--- src/rtl/nvseq_pkg.sv ---
// Package: constants and helpers shared by the command sequence detector.
// Assumes a 15-bit address bus and a fixed six-step command series.
package nvseq_pkg;

    localparam int CMD_AW     = 15;
    localparam int SEQ_LEN    = 6;
    localparam int PREFIX_LEN = SEQ_LEN - 1;
    localparam int STEP_W     = $clog2(SEQ_LEN + 1);

    localparam logic [CMD_AW-1:0] STORE_LAST  = 15'h0FC0;
    localparam logic [CMD_AW-1:0] RECALL_LAST = 15'h0C63;

    // Address expected at a given position of the shared opening steps.
    function automatic logic [CMD_AW-1:0] prefix_addr(input logic [STEP_W-1:0] idx);
        case (idx)
            3'd0:    prefix_addr = 15'h0E38;
            3'd1:    prefix_addr = 15'h31C7;
            3'd2:    prefix_addr = 15'h03E0;
            3'd3:    prefix_addr = 15'h3C1F;
            3'd4:    prefix_addr = 15'h303F;
            default: prefix_addr = '0;
        endcase
    endfunction

endpackage

--- src/rtl/nvseq_sync.sv ---
// Module: nvseq_sync
// Brings a bundle of asynchronous bus pins into the clock domain through a
// chain of STAGES flops. Assumes that the bus holds the address stable around
// the chip-enable edge, so that all bits settle in the same cycle.
module nvseq_sync #(
    parameter int              W       = 1,
    parameter int              STAGES  = 2,
    parameter logic [W-1:0]    RST_VAL = '0
) (
    input  logic         clk,
    input  logic         rst_n,
    input  logic [W-1:0] d,
    output logic [W-1:0] q
);

    logic [W-1:0] stg [STAGES];

    for (genvar i = 0; i < STAGES; i++) begin : g_stage
        if (i == 0) begin : g_first
            // First flop captures the raw pins.
            always_ff @(posedge clk) begin
                if (!rst_n) stg[i] <= RST_VAL;
                else        stg[i] <= d;
            end
        end else begin : g_next
            // Later flops resolve metastability of the previous stage.
            always_ff @(posedge clk) begin
                if (!rst_n) stg[i] <= RST_VAL;
                else        stg[i] <= stg[i-1];
            end
        end
    end

    assign q = stg[STAGES-1];

endmodule

--- src/rtl/nvseq_strobe.sv ---
// Module: nvseq_strobe
// Turns the synchronized bus into events. It reports a strobe on each
// high-to-low transition of chip enable, and a write event when the
// chip-enable-and-write-enable-low condition begins. Assumes that inputs are
// already synchronous and that both enables idle high.
module nvseq_strobe (
    input  logic clk,
    input  logic rst_n,
    input  logic ce_s_n,
    input  logic we_s_n,
    output logic strobe,
    output logic wr_evt
);

    logic ce_d_n;
    logic wr_d;
    logic wr_now;

    assign wr_now = !ce_s_n && !we_s_n;

    // Remembers the previous enable levels so that edges can be seen.
    always_ff @(posedge clk) begin
        if (!rst_n) begin
            ce_d_n <= 1'b1;
            wr_d   <= 1'b0;
        end else begin
            ce_d_n <= ce_s_n;
            wr_d   <= wr_now;
        end
    end

    assign strobe = ce_d_n && !ce_s_n;
    assign wr_evt = wr_now && !wr_d;

    AST_STROBE_ONE_CYCLE: assert property (@(posedge clk) disable iff (!rst_n)
        strobe |=> !strobe) else $error("double strobe cycle");

endmodule

--- src/rtl/nvseq_match.sv ---
// Module: nvseq_match
// Tracks progress through the six-step series and issues the command pulses.
// It applies the abort rules: busy, write, double strobe and mismatch.
// Assumes one strobe per chip-enable fall and one write event per write.
module nvseq_match
    import nvseq_pkg::*;
(
    input  logic              clk,
    input  logic              rst_n,
    input  logic              busy,
    input  logic              strobe,
    input  logic              wr_evt,
    input  logic              we_s_n,
    input  logic [CMD_AW-1:0] addr_s,
    output logic              store_go,
    output logic              recall_go
);

    logic [STEP_W-1:0] step_q, step_n;
    logic [CMD_AW-1:0] last_q, last_n;
    logic              store_q, store_n;
    logic              recall_q, recall_n;

    // Works out the next step count and any pulse for this cycle.
    always_comb begin
        step_n   = step_q;
        last_n   = last_q;
        store_n  = 1'b0;
        recall_n = 1'b0;
        if (busy) begin
            step_n = '0;
        end else if (wr_evt || (strobe && !we_s_n)) begin
            step_n = '0;
        end else if (strobe) begin
            last_n = addr_s;
            if (step_q != '0 && addr_s == last_q) begin
                step_n = '0;
            end else if (step_q == STEP_W'(PREFIX_LEN)) begin
                step_n = '0;
                if (addr_s == STORE_LAST)            store_n  = 1'b1;
                else if (addr_s == RECALL_LAST)      recall_n = 1'b1;
                else if (addr_s == prefix_addr('0))  step_n   = STEP_W'(1);
            end else if (addr_s == prefix_addr(step_q)) begin
                step_n = step_q + STEP_W'(1);
            end else if (addr_s == prefix_addr('0)) begin
                step_n = STEP_W'(1);
            end else begin
                step_n = '0;
            end
        end
    end

    // Holds the progress, the last accepted address and the pulses.
    always_ff @(posedge clk) begin
        if (!rst_n) begin
            step_q   <= '0;
            last_q   <= '0;
            store_q  <= 1'b0;
            recall_q <= 1'b0;
        end else begin
            step_q   <= step_n;
            last_q   <= last_n;
            store_q  <= store_n;
            recall_q <= recall_n;
        end
    end

    assign store_go  = store_q;
    assign recall_go = recall_q;

    AST_EXCLUSIVE_GO: assert property (@(posedge clk) disable iff (!rst_n)
        !(store_q && recall_q)) else $error("both pulses");
    AST_GO_ONE_CYCLE: assert property (@(posedge clk) disable iff (!rst_n)
        (store_q || recall_q) |=> !(store_q || recall_q)) else $error("long pulse");
    AST_GO_AFTER_PREFIX: assert property (@(posedge clk) disable iff (!rst_n)
        (store_q || recall_q) |-> $past(step_q) == STEP_W'(PREFIX_LEN)) else $error("early pulse");
    AST_BUSY_IDLE: assert property (@(posedge clk) disable iff (!rst_n)
        busy |=> (step_q == '0 && !store_q && !recall_q)) else $error("busy ignored");
    AST_WRITE_ABORT: assert property (@(posedge clk) disable iff (!rst_n)
        wr_evt |=> step_q == '0) else $error("write kept progress");
    AST_ADVANCE_ON_STROBE: assert property (@(posedge clk) disable iff (!rst_n)
        (step_q > $past(step_q)) |-> $past(strobe)) else $error("advance without strobe");

endmodule

--- src/rtl/nvseq_detect.sv ---
// Module: nvseq_detect (top)
// Detects the six-read command series on an asynchronous SRAM bus and issues
// one-cycle store or recall start pulses. Assumes the bus idles with both
// enables high and that busy is synchronous to clk.
module nvseq_detect #(
    parameter int ADDR_W      = nvseq_pkg::CMD_AW,
    parameter int SYNC_STAGES = 2
) (
    input  logic              clk,
    input  logic              rst_n,
    input  logic              ce_n,
    input  logic              we_n,
    input  logic [ADDR_W-1:0] addr,
    input  logic              busy,
    output logic              store_go,
    output logic              recall_go
);

    localparam int BUS_W = ADDR_W + 2;
    localparam logic [BUS_W-1:0] BUS_IDLE = {2'b11, {ADDR_W{1'b0}}};

    logic [BUS_W-1:0]  bus_s;
    logic              ce_s_n;
    logic              we_s_n;
    logic [ADDR_W-1:0] addr_s;
    logic              strobe;
    logic              wr_evt;

    nvseq_sync #(
        .W       (BUS_W),
        .STAGES  (SYNC_STAGES),
        .RST_VAL (BUS_IDLE)
    ) u_sync (
        .clk   (clk),
        .rst_n (rst_n),
        .d     ({ce_n, we_n, addr}),
        .q     (bus_s)
    );

    assign {ce_s_n, we_s_n, addr_s} = bus_s;

    nvseq_strobe u_strobe (
        .clk    (clk),
        .rst_n  (rst_n),
        .ce_s_n (ce_s_n),
        .we_s_n (we_s_n),
        .strobe (strobe),
        .wr_evt (wr_evt)
    );

    nvseq_match u_match (
        .clk       (clk),
        .rst_n     (rst_n),
        .busy      (busy),
        .strobe    (strobe),
        .wr_evt    (wr_evt),
        .we_s_n    (we_s_n),
        .addr_s    (addr_s),
        .store_go  (store_go),
        .recall_go (recall_go)
    );

endmodule

--- config.mk ---
export PLATFORM = sky130hd
export DESIGN_NAME = nvseq_detect
export DESIGN_NICKNAME = d
export VERILOG_FILES = /design/src/rtl/nvseq_pkg.sv /design/src/rtl/nvseq_sync.sv /design/src/rtl/nvseq_strobe.sv /design/src/rtl/nvseq_match.sv /design/src/rtl/nvseq_detect.sv
export SDC_FILE = /design/constraint.sdc
export NUM_CORES = 1
export LEC_CHECK = 0
export ABC_CLOCK_PERIOD_IN_PS = 3950
export BUFFER_PORTS_ARGS = -buffer_cell sky130_fd_sc_hd__clkbuf_2
export CAP_MARGIN = 0
export CELL_PAD_IN_SITES_DETAIL_PLACEMENT = 0
export CELL_PAD_IN_SITES_GLOBAL_PLACEMENT = 1
export CORE_UTILIZATION = 50
export CTS_BUF_LIST = sky130_fd_sc_hd__clkbuf_4
export DETAILED_ROUTE_END_ITERATION = 16
export PLACE_DENSITY_LB_ADDON = 0.1
export SYNTH_ARGS = -nofsm -noshare
export SYNTH_HDL_FRONTEND = slang
export SYNTH_SLANG_ARGS = --single-unit
export TNS_END_PERCENT = 100
--- constraint.sdc ---
create_clock -name clk -period 3.95 [get_ports clk]
set_clock_uncertainty 0.05 [all_clocks]
set_input_delay 0.1975 -clock clk [delete_from_list [all_inputs] [get_ports clk]]
set_output_delay 0.1975 -clock clk [all_outputs]
set_load 0.02 [all_outputs]
==> metrics.txt, run 1 <==
sequential area share after synthesis=48.0%; post-place setup slack=1780 ps; hold path start=busy; CTS tree=built; CORE AREA=0.00441 mm²; Placed Area=0.00244 mm²; critical path required time=4200 ps; Leak Pwr=1.10 nW; antenna fix cells=0; final setup vio count=0; antenna-violating nets left=0; synth top area cells=dfxtp_1 (48%), and2_1 (8.3%), nand2_1 (6.4%); fmax=about 450 MHz; Max Fanout on Critical Path=9; Die Ht=70.3 µm; Int Pwr=between 600 and 700 µW; Tightest Hold Check Type=in2reg; drt first pass iters=4; CTS root buffer=clkbuf_4; outcome=finished clean; routed wire length=4280 µm; Syn Inst Count=between 200 and 250; RSZ-0062 raised after global routing=no; hold buffers post-CTS=17; sw frac=23.4%; I/O Buffers=21; top_reg_cell synth=dfxtp_1; die area=0.00494 mm²; GP Congestion=0.812; Setup crit start=u_match.step_q[0]$_SDFFE_PP0P_; crit-path cells=inv_1 > ha_1 > nor2b_4 > nor4_2 > o221ai_1 > a211oi_2 > nand2_1 > o31ai_2; critical path class=reg2reg; Worst slew margin=49.2%; crit path time final=2200 ps; largest net degree at the start of global routing=53; wire per inst=approximately 13 µm; final net count=slightly above 300; Worst setup EP type=flop; clock transition at the registers of the reported paths=150 ps; Layout area overhead=14.4%; ys async rst share=0%; clock share of power=26.8%; vias post-DR=approximately 1700; DPL Wire Length=2950 µm; area of the multi-input gates=0.00113 mm²; Crit path max-delay family=compound AO/OA/AOI/OAI gates; num rows=24; vias per inst=5.10; Die Wd=around 70 µm; count leader, synth=dfxtp_1; vias in the first global route=1640; Mapped Area=0.00233 mm²; Gate power share=7.1%; Fill cells=410; syn nets=approximately 270; Psw=211 µW; DRC=0; final hold violations=0; Design Area, Final=0.00267 mm²; Post-CTS Setup Repair Bufs=0; Top Ports=22; first-pass GRT wire length=7510 µm; CP arrival=2450 ps; Total GRT Usage=19.0%; VDD IR-drop max=253 µV; CTS max path bufs=2; post-synthesis cell type count=44; Worst path slowest cell=ha_1; PD cells=~340 mW/mm²; FF+latch count, synth=56; final core occ=60.5%; Tcrit/Tclk final=55.7%; EDFF count, synth=0; initial antenna violation count=0; YS warnings=0; GRT Residual Overflow=0; dominant cell type by area after synthesis=dfxtp_1; layout cells sized above 1=around an eighth; DR iter-0 viols=54; Slew Viols, Final=0; Clk Latency, worst-skew pair=370 ps; share of the synthesized area in the top cell type=around 48%; worst setup margin=1750 ps; TritonCTS buffer count=5; Initial Util=52.9%; Hold WS=between 90 and 100 ps; average cell area after synthesis=9.45 µm²; Worst path max stage delay=approximately 430 ps; Worst-Margin Slew=about 760 ps; most frequent cells after synthesis=dfxtp_1 (56), nand2_1 (40), and2_1 (31); TNS Setup=0 ps; CTS resizes=0; CTS Sinks=56; Worst Path Buf+Inv=1; area taken by flip-flops and latches=0.00112 mm²; # H-tree levels=2; Startpoint Class=flop; Max Cap Violations=0; Seq pwr share=66.2%; reg-to-reg startpoint=u_match.step_q[0]$_SDFFE_PP0P_
-- metrics by stage --
stage | total power, mW | cells
after global routing | 0.933 | 334
final | 0.901 | 334
after global placement | 0.658 | 309
after CTS | 0.910 | 334
after floorplan | 0.639 | 247
after detailed placement | 0.659 | 309
-- tightest hold or removal path: stages --
cell      delay [ps]
clkbuf_2          90
nor3b_1           70
nand2_1           70
o21ai_1           60
-- path summary, 6_finish.rpt --
kind	end	cells after the start	slack, ps
min reg2reg	u_sync.stg[1][15]$_SDFF_PN1_	1	380
min	u_match.step_q[2]$_SDFFE_PP0P_	4	100
max	u_match.step_q[1]$_SDFFE_PP0P_	8	1750
max reg2reg	u_match.step_q[1]$_SDFFE_PP0P_	8	1750
-- area by class of cell --
class	instances	area share, %
flip-flops and latches	56	42.0
well taps	52	2.44
inverters	5	0.703
clock inverters	3	0.656
clock buffers	5	1.41
multi-input cells	175	42.5
repair buffers	38	10.3
-- cells by family (layout without fill, tap and decap cells) --
family          Yosys count  count (layout)  synth area share, %
compound gates           33              33                 10.6
xor+xnor                 16              16                 6.01
fa+ha+maj                 5               5                 2.68
buf+inv                  16              51                 3.32
flops                    56              56                 48.0
mux                       2               2                0.858
simple gates            119             119                 28.5
-- sequential cells by signal, summed over array words and instances, names as in the netlist --
name	cells
u_sync.stg	34
u_match.last_q	15
u_match.step_q	3
u_match.recall_go	1
u_match.store_go	1
u_strobe.ce_d_n	1
u_strobe.wr_d	1
-- per-layer routing --
metal  share of wire, %  vias up  wire length [µm]  GRT usage [%]
met3                2.0        5                85           3.46
met1                 49      783              2110           24.3
met2                 47       19              2030           32.3
met5                  0        -                 0              0
li1                   -      895                 -              -
met4                1.2        0                53           6.00
-- cells in the final DEF (no fill, tap or decap), types with 6 or more instances in the layout --
cell,instances
and2_1,31
xor2_1,16
dfxtp_1,56
a21boi_0,15
nor4_1,6
nand2b_1,7
nand2_1,40
nor2_1,10
dlygate4sd3_1,17
clkbuf_2,21
-- power groups by stage --
stage | logic [mW] | registers, mW | clock network (mW)
final | 0.0635 | 0.596 | 0.241
after CTS | 0.0634 | 0.596 | 0.251
after global placement | 0.0498 | 0.608 | 0
after floorplan | 0.0358 | 0.604 | 0
after global routing | 0.0711 | 0.599 | 0.263
after detailed placement | 0.0501 | 0.609 | 0
Note: power is estimated with default switching activity, not from simulation.
==> run 2, diff against run 1 <==
ABC_CLOCK_PERIOD_IN_PS = 2100   (was 3950)
CORE_UTILIZATION = 47   (was 50)
clock period = 2.1 ns   (was 3.95 ns; I/O delays follow)
==> metrics.txt, run 2 (same netlist as run 1, synthesis figures left out) <==
# H-tree levels=2 (unchanged); routed wire length=4350 µm (+1.8%); Slew Viols, Final=0 (unchanged); clock transition at the registers of the reported paths=170 ps (+20 ps); Seq pwr share=65.0% (-1.2 points); GRT Residual Overflow=0 (unchanged); Clk Latency, worst-skew pair=370 ps (about the same); Int Pwr=1.31 mW (+90%); RSZ-0062 raised after global routing=no; final hold violations=0 (unchanged); CTS Sinks=56 (unchanged); crit path time final=1940 ps (-262 ps); CTS tree=built; vias per inst=4.79 (-6.0%); Worst setup EP type=flop; commonest non-fill, non-tap cell in the layout=dfxtp_1; die area=0.00525 mm² (+6.2%); antenna-violating nets left=0 (unchanged); Crit path max-delay family=compound AO/OA/AOI/OAI gates; worst setup margin=162 ps (-1590 ps); Post-CTS Setup Repair Bufs=0 (unchanged); CORE AREA=0.00475 mm² (+7.7%); critical path class=reg2reg; Hold Path End=u_match.last_q[3]$_SDFFE_PN0P_; Worst Hold Depth=2 (-2); Tightest Hold Check Type=in2reg; Worst path slowest cell=dfxtp_2; Psw=417 µW (+98%); # placed instances=334 (+8.1%); Die Wd=72.5 µm (+3.1%); sw frac=24.2% (+0.72 points); commonest non-fill, non-tap cells in the layout=dfxtp_1 (55), nand2_1 (40), and2_1 (31); R2R setup slack=160 ps (-1590 ps); num rows=25 (+4.2%); Worst slew margin=74.7% (+26 points); clock share of power=27.7% (+0.9 points); antenna fix cells=0 (unchanged); final net count=317 (+3.6%); final setup vio count=0 (unchanged); VDD IR-drop max=457 µV (+81%); Hold WS=6.36 ps (-91.2 ps); Gate power share=7.3% (+0.2 points); vias post-DR=1724 (+1.3%); Design Area, Final=0.00280 mm² (+5.0%); Initial Util=49.1% (-3.8 points); DRC=0 (unchanged); I/O Buffers=21 (unchanged); drt first pass iters=4 (unchanged); Reg-to-Reg End=u_match.step_q[0]$_SDFFE_PP0P_; Max Fanout on Critical Path=5 (-4); Largest register FFs=34 (unchanged); crit-path cells=inv_1 > buf_4 > ha_2 > or3_1 > o21ai_0 > o21ai_1 > a211oi_2 > a21oi_1 > nor3_2; critical path required time=2370 ps (-1830 ps); Worst path max stage delay=370 ps (-60 ps); outcome=finished clean; Leak Pwr=1.16 nW (+5.1%); registers with the most flip-flops=u_sync.stg (34), u_match.last_q (15), u_match.step_q (3); PD cells=616 mW/mm² (+82%); reg-to-reg startpoint=u_match.step_q[0]$_SDFFE_PP0P_; post-place setup slack=-27.2 ps (-1810 ps); CTS root buffer=clkbuf_4; Placed Area=0.00254 mm² (+3.8%); initial antenna violation count=0 (unchanged); fin cells=360 (+7.8%); Die Ht=72.5 µm (+3.1%); CP arrival=2210 ps (-240 ps); Startpoint Class=flop; DR iter-0 viols=91 (+69%); largest net degree at the start of global routing=46 (-13%); R2R depth=9 (+1); wire per inst=12.1 µm (-5.6%); GP Congestion=0.787 (-3.0%); vias in the first global route=1692 (+3.2%); Tcrit/Tclk final=92.3% (+37 points); fmax=516 MHz (+14%); largest reg by FF count=u_sync.stg; Layout area overhead=20.2%; first-pass GRT wire length=7770 µm (+3.5%); Worst Path Buf+Inv=2 (+1); layout cells sized above 1=18.1% (+5.0 points); CTS max path bufs=2 (unchanged); TritonCTS buffer count=5 (unchanged); Total GRT Usage=19.3% (+0.27 points); DPL Wire Length=2950 µm (about the same); Top Ports=22 (unchanged); Max Cap Violations=0 (unchanged); hold path start=rst_n; Worst-Margin Slew=378 ps (-383 ps)
-- run 2: cell count changes in the layout (fill, tap and decap cells not counted), sizes merged --
cell and delta:
dlygate4sd3 +1, buf +10
-- run 2: final cells by class --
class | count | area, µm²
Clock buffer | 5 | 37.5
Clock inverter | 3 | 22.5
Fill cell | 443 | 1950
Inverter | 5 | 18.8
Multi-Input combinational cell | 175 | 1160
Sequential cell | 56 | 1120
Tap cell | 67 | 83.8
Timing Repair Buffer | 49 | 360
-- run 2: worst reg2reg max path: stages (launching register included) --
cell and delay, ps:
dfxtp_2 370, inv_1 70, buf_4 140, ha_2 200
or3_1 300, o21ai_0 80, o21ai_1 80, a211oi_2 260
a21oi_1 120, nor3_2 200
-- run 2: metal layers --
layer / vias up / global-route usage [%] / wire (µm)
met5: - / 0 / 0
met4: 0 / 8.71 / 85
met3: 7 / 4.17 / 119
met2: 35 / 30.7 / 2040
met1: 768 / 25.1 / 2110
li1: 914 / - / -
-- run 2: how the worst max path moves through the flow --
stage                                         startpoint                        endpoint  slack [ps]  cells after the start
after floorplan           u_match.step_q[0]$_SDFFE_PP0P_  u_match.step_q[1]$_SDFFE_PP0P_         200                      9
after global placement    u_match.step_q[0]$_SDFFE_PP0P_  u_match.step_q[0]$_SDFFE_PP0P_         -80                      7
after detailed placement  u_match.step_q[0]$_SDFFE_PP0P_  u_match.step_q[0]$_SDFFE_PP0P_         -30                      7
after CTS                 u_match.step_q[0]$_SDFFE_PP0P_  u_match.step_q[1]$_SDFFE_PP0P_          10                      8
after global routing      u_match.step_q[0]$_SDFFE_PP0P_  u_match.step_q[0]$_SDFFE_PP0P_          40                      9
final                     u_match.step_q[0]$_SDFFE_PP0P_  u_match.step_q[0]$_SDFFE_PP0P_         160                      9
-- run 2: power by group through the flow --
stage	Clock, mW	Combinational (mW)	Sequential (mW)
after floorplan	0	0.0673	1.14
after CTS	0.498	0.126	1.12
final	0.478	0.126	1.12
after global routing	0.540	0.141	1.13
after global placement	0	0.0995	1.14
after detailed placement	0	0.0995	1.14
-- run 2: repair_timing --
| action | 4_1_cts | 5_1_grt |
|---|---|---|
| gates resized for setup | 2 | 6 |
| endpoints found under the setup margin | 1 | 3 |
| hold buffers | 18 | 0 |
| endpoints found under the hold margin | 19 | 0 |
| pin swaps | 0 | 3 |
-- run 2: stage by stage --
step | power, mW | setup TNS [ps] | util [%]
after floorplan | 1.20 | 0 | -
after global placement | 1.24 | -84.8 | 53.4
after detailed placement | 1.24 | -27.2 | 53.4
after CTS | 1.75 | 0 | 58.6
after global routing | 1.81 | 0 | 59.0
final | 1.73 | 0 | 59.0
==> run 3, diff against run 2 <==
CORE_MARGIN = 2   (was unset)
CORE_UTILIZATION = 45   (was 47)
==> metrics.txt, run 3 (same netlist as run 1, synthesis figures left out) <==
Worst Hold Depth=3 (+1); Gate power share=6.9% (-0.4 points); fin cells=362 (+0.56%); clock transition at the registers of the reported paths=150 ps (-20 ps); Max Fanout on Critical Path=5 (unchanged); critical path required time=2350 ps (-20 ps); crit-path cells=buf_4 > ha_1 > ha_1 > o311ai_1 > nand2_1 > mux2i_2 > nand2_1 > o31ai_2; final setup vio count=0 (unchanged); DRC=0 (unchanged); Reg-to-Reg End=u_match.step_q[1]$_SDFFE_PP0P_; Die Ht=76.0 µm (+4.9%); Design Area, Final=0.00281 mm² (+0.31%); Tightest Hold Check Type=in2reg; die area=0.00578 mm² (+10%); num rows=26 (+4.0%); GP Congestion=0.805 (+2.2%); routed wire length=4400 µm (+0.99%); Layout area overhead=20.5%; Seq pwr share=61.0% (-4.0 points); Tcrit/Tclk final=93.6% (+1.3 points); antenna-violating nets left=0 (unchanged); CTS max path bufs=2 (unchanged); antenna fix cells=0 (unchanged); GRT Residual Overflow=0 (unchanged); Largest register FFs=34 (unchanged); initial antenna violation count=0 (unchanged); layout cells sized above 1=18.2% (+0.062 points); CTS tree=built; sw frac=21.5% (-2.7 points); CTS Sinks=56 (unchanged); Total GRT Usage=16.3% (-3.0 points); Die Wd=76.0 µm (+4.9%); Psw=395 µW (-5.4%); commonest non-fill, non-tap cells in the layout=dfxtp_1 (54), nand2_1 (40), and2_1 (31); TNS Setup=0 ps (unchanged); clock share of power=32.1% (+4.4 points); R2R depth=8 (-1); wire per inst=12.1 µm (+0.43%); post-place setup slack=54.8 ps (+82.0 ps); PD cells=653 mW/mm² (+6.1%); largest reg by FF count=u_sync.stg; Worst path slowest cell=dfxtp_2; critical path class=reg2reg; vias per inst=4.73 (-1.2%); Worst path max stage delay=350 ps (-20 ps); vias in the first global route=1612 (-4.7%); drt first pass iters=4 (unchanged); largest net degree at the start of global routing=51 (+11%); Placed Area=0.00253 mm² (-0.15%); Max Cap Violations=0 (unchanged); final net count=316 (-0.32%); # placed instances=336 (+0.60%); worst setup margin=134 ps (-27.3 ps); outcome=finished clean; final hold violations=0 (unchanged); commonest non-fill, non-tap cell in the layout=dfxtp_1; reg-to-reg startpoint=u_match.step_q[0]$_SDFFE_PP0P_; TritonCTS buffer count=5 (unchanged); DPL Wire Length=3060 µm (+3.7%); first-pass GRT wire length=7530 µm (-3.1%); Worst slew margin=68.2% (-6.6 points); fmax=509 MHz (-1.4%); Power Total=1.84 mW (+6.4%); CORE AREA=0.00504 mm² (+6.1%); Slew Viols, Final=0 (unchanged); Leak Pwr=1.16 nW (-0.32%); Worst-Margin Slew=477 ps (+98.5 ps); crit path time final=1970 ps (+27.3 ps); R2R setup slack=130 ps (-30 ps); CTS root buffer=clkbuf_4; Clk Latency, worst-skew pair=360 ps (about the same); registers with the most flip-flops=u_sync.stg (34), u_match.last_q (15), u_match.step_q (3); Hold Path End=u_match.step_q[1]$_SDFFE_PP0P_; Top Ports=22 (unchanged); CP arrival=2210 ps (about the same); Startpoint Class=flop; Int Pwr=1.44 mW (+10%); VDD IR-drop max=408 µV (-11%); hold path start=rst_n; Initial Util=46.3% (-2.8 points); Worst setup EP type=flop; # H-tree levels=2 (unchanged); vias post-DR=1713 (-0.64%); DR iter-0 viols=74 (-19%); I/O Buffers=21 (unchanged)
-- run 3: final cells by class --
cell class / count / area (µm²)
Clock buffer: 6 / 45.0
Sequential cell: 56 / 1120
Timing Repair Buffer: 48 / 353
Clock inverter: 2 / 38.8
Fill cell: 460 / 2230
Multi-Input combinational cell: 175 / 1150
Inverter: 5 / 18.8
Tap cell: 70 / 87.6
-- run 3: worst max-delay path by stage --
stage                                               from                             end  slack [ps]  depth (start not counted)
after floorplan           u_match.step_q[0]$_SDFFE_PP0P_  u_match.step_q[1]$_SDFFE_PP0P_         200                          9
after global placement    u_match.step_q[0]$_SDFFE_PP0P_  u_match.step_q[0]$_SDFFE_PP0P_          90                          7
after detailed placement  u_match.step_q[1]$_SDFFE_PP0P_  u_match.step_q[1]$_SDFFE_PP0P_          50                          8
after CTS                 u_match.step_q[1]$_SDFFE_PP0P_  u_match.step_q[1]$_SDFFE_PP0P_          20                          8
after global routing      u_match.step_q[0]$_SDFFE_PP0P_  u_match.step_q[1]$_SDFFE_PP0P_          -6                          9
final                     u_match.step_q[0]$_SDFFE_PP0P_  u_match.step_q[1]$_SDFFE_PP0P_         130                          8
-- run 3: per-stage QoR --
step                      hold WS (ps)  util (%)
after floorplan                    156         -
after global placement             236      50.3
after detailed placement           244      50.3
after CTS                         38.7      55.5
after global routing              45.1      55.8
final                             69.5      55.8
-- run 3: power by group through the flow --
stage / sequential, mW / combinational (mW) / clock (mW)
floorplan: 1.14 / 0.0673 / 0
global placement: 1.14 / 0.101 / 0
detailed placement: 1.14 / 0.101 / 0
CTS: 1.12 / 0.127 / 0.618
global route: 1.13 / 0.143 / 0.664
finish: 1.12 / 0.127 / 0.589
-- run 3: critical path: cells and delay by family (launching register included) --
kind	cells	cell delay, ps
adders and majority gates	2	500
DFF	1	350
AOI/OAI and AO/OA	2	330
muxes	1	280
and+or+nand+nor	2	260
buffers and inverters	1	140
-- run 3: timing repair --
action	in CTS	in global routing
hold buffers	18	0
endpoints found under the setup margin	0	3
buffers inserted	0	0
hold endpoints to repair	18	0
gates resized for setup	0	9
-- run 3: per-layer routing --
| metal | up-vias | GRT usage, % | part of all wire [%] |
|---|---|---|---|
| li1 | 911 | - | - |
| met1 | 771 | 20.9 | 48 |
| met2 | 25 | 27.5 | 48 |
| met3 | 6 | 3.55 | 2.6 |
| met4 | 0 | 5.45 | 1.5 |
| met5 | - | 0 | 0 |
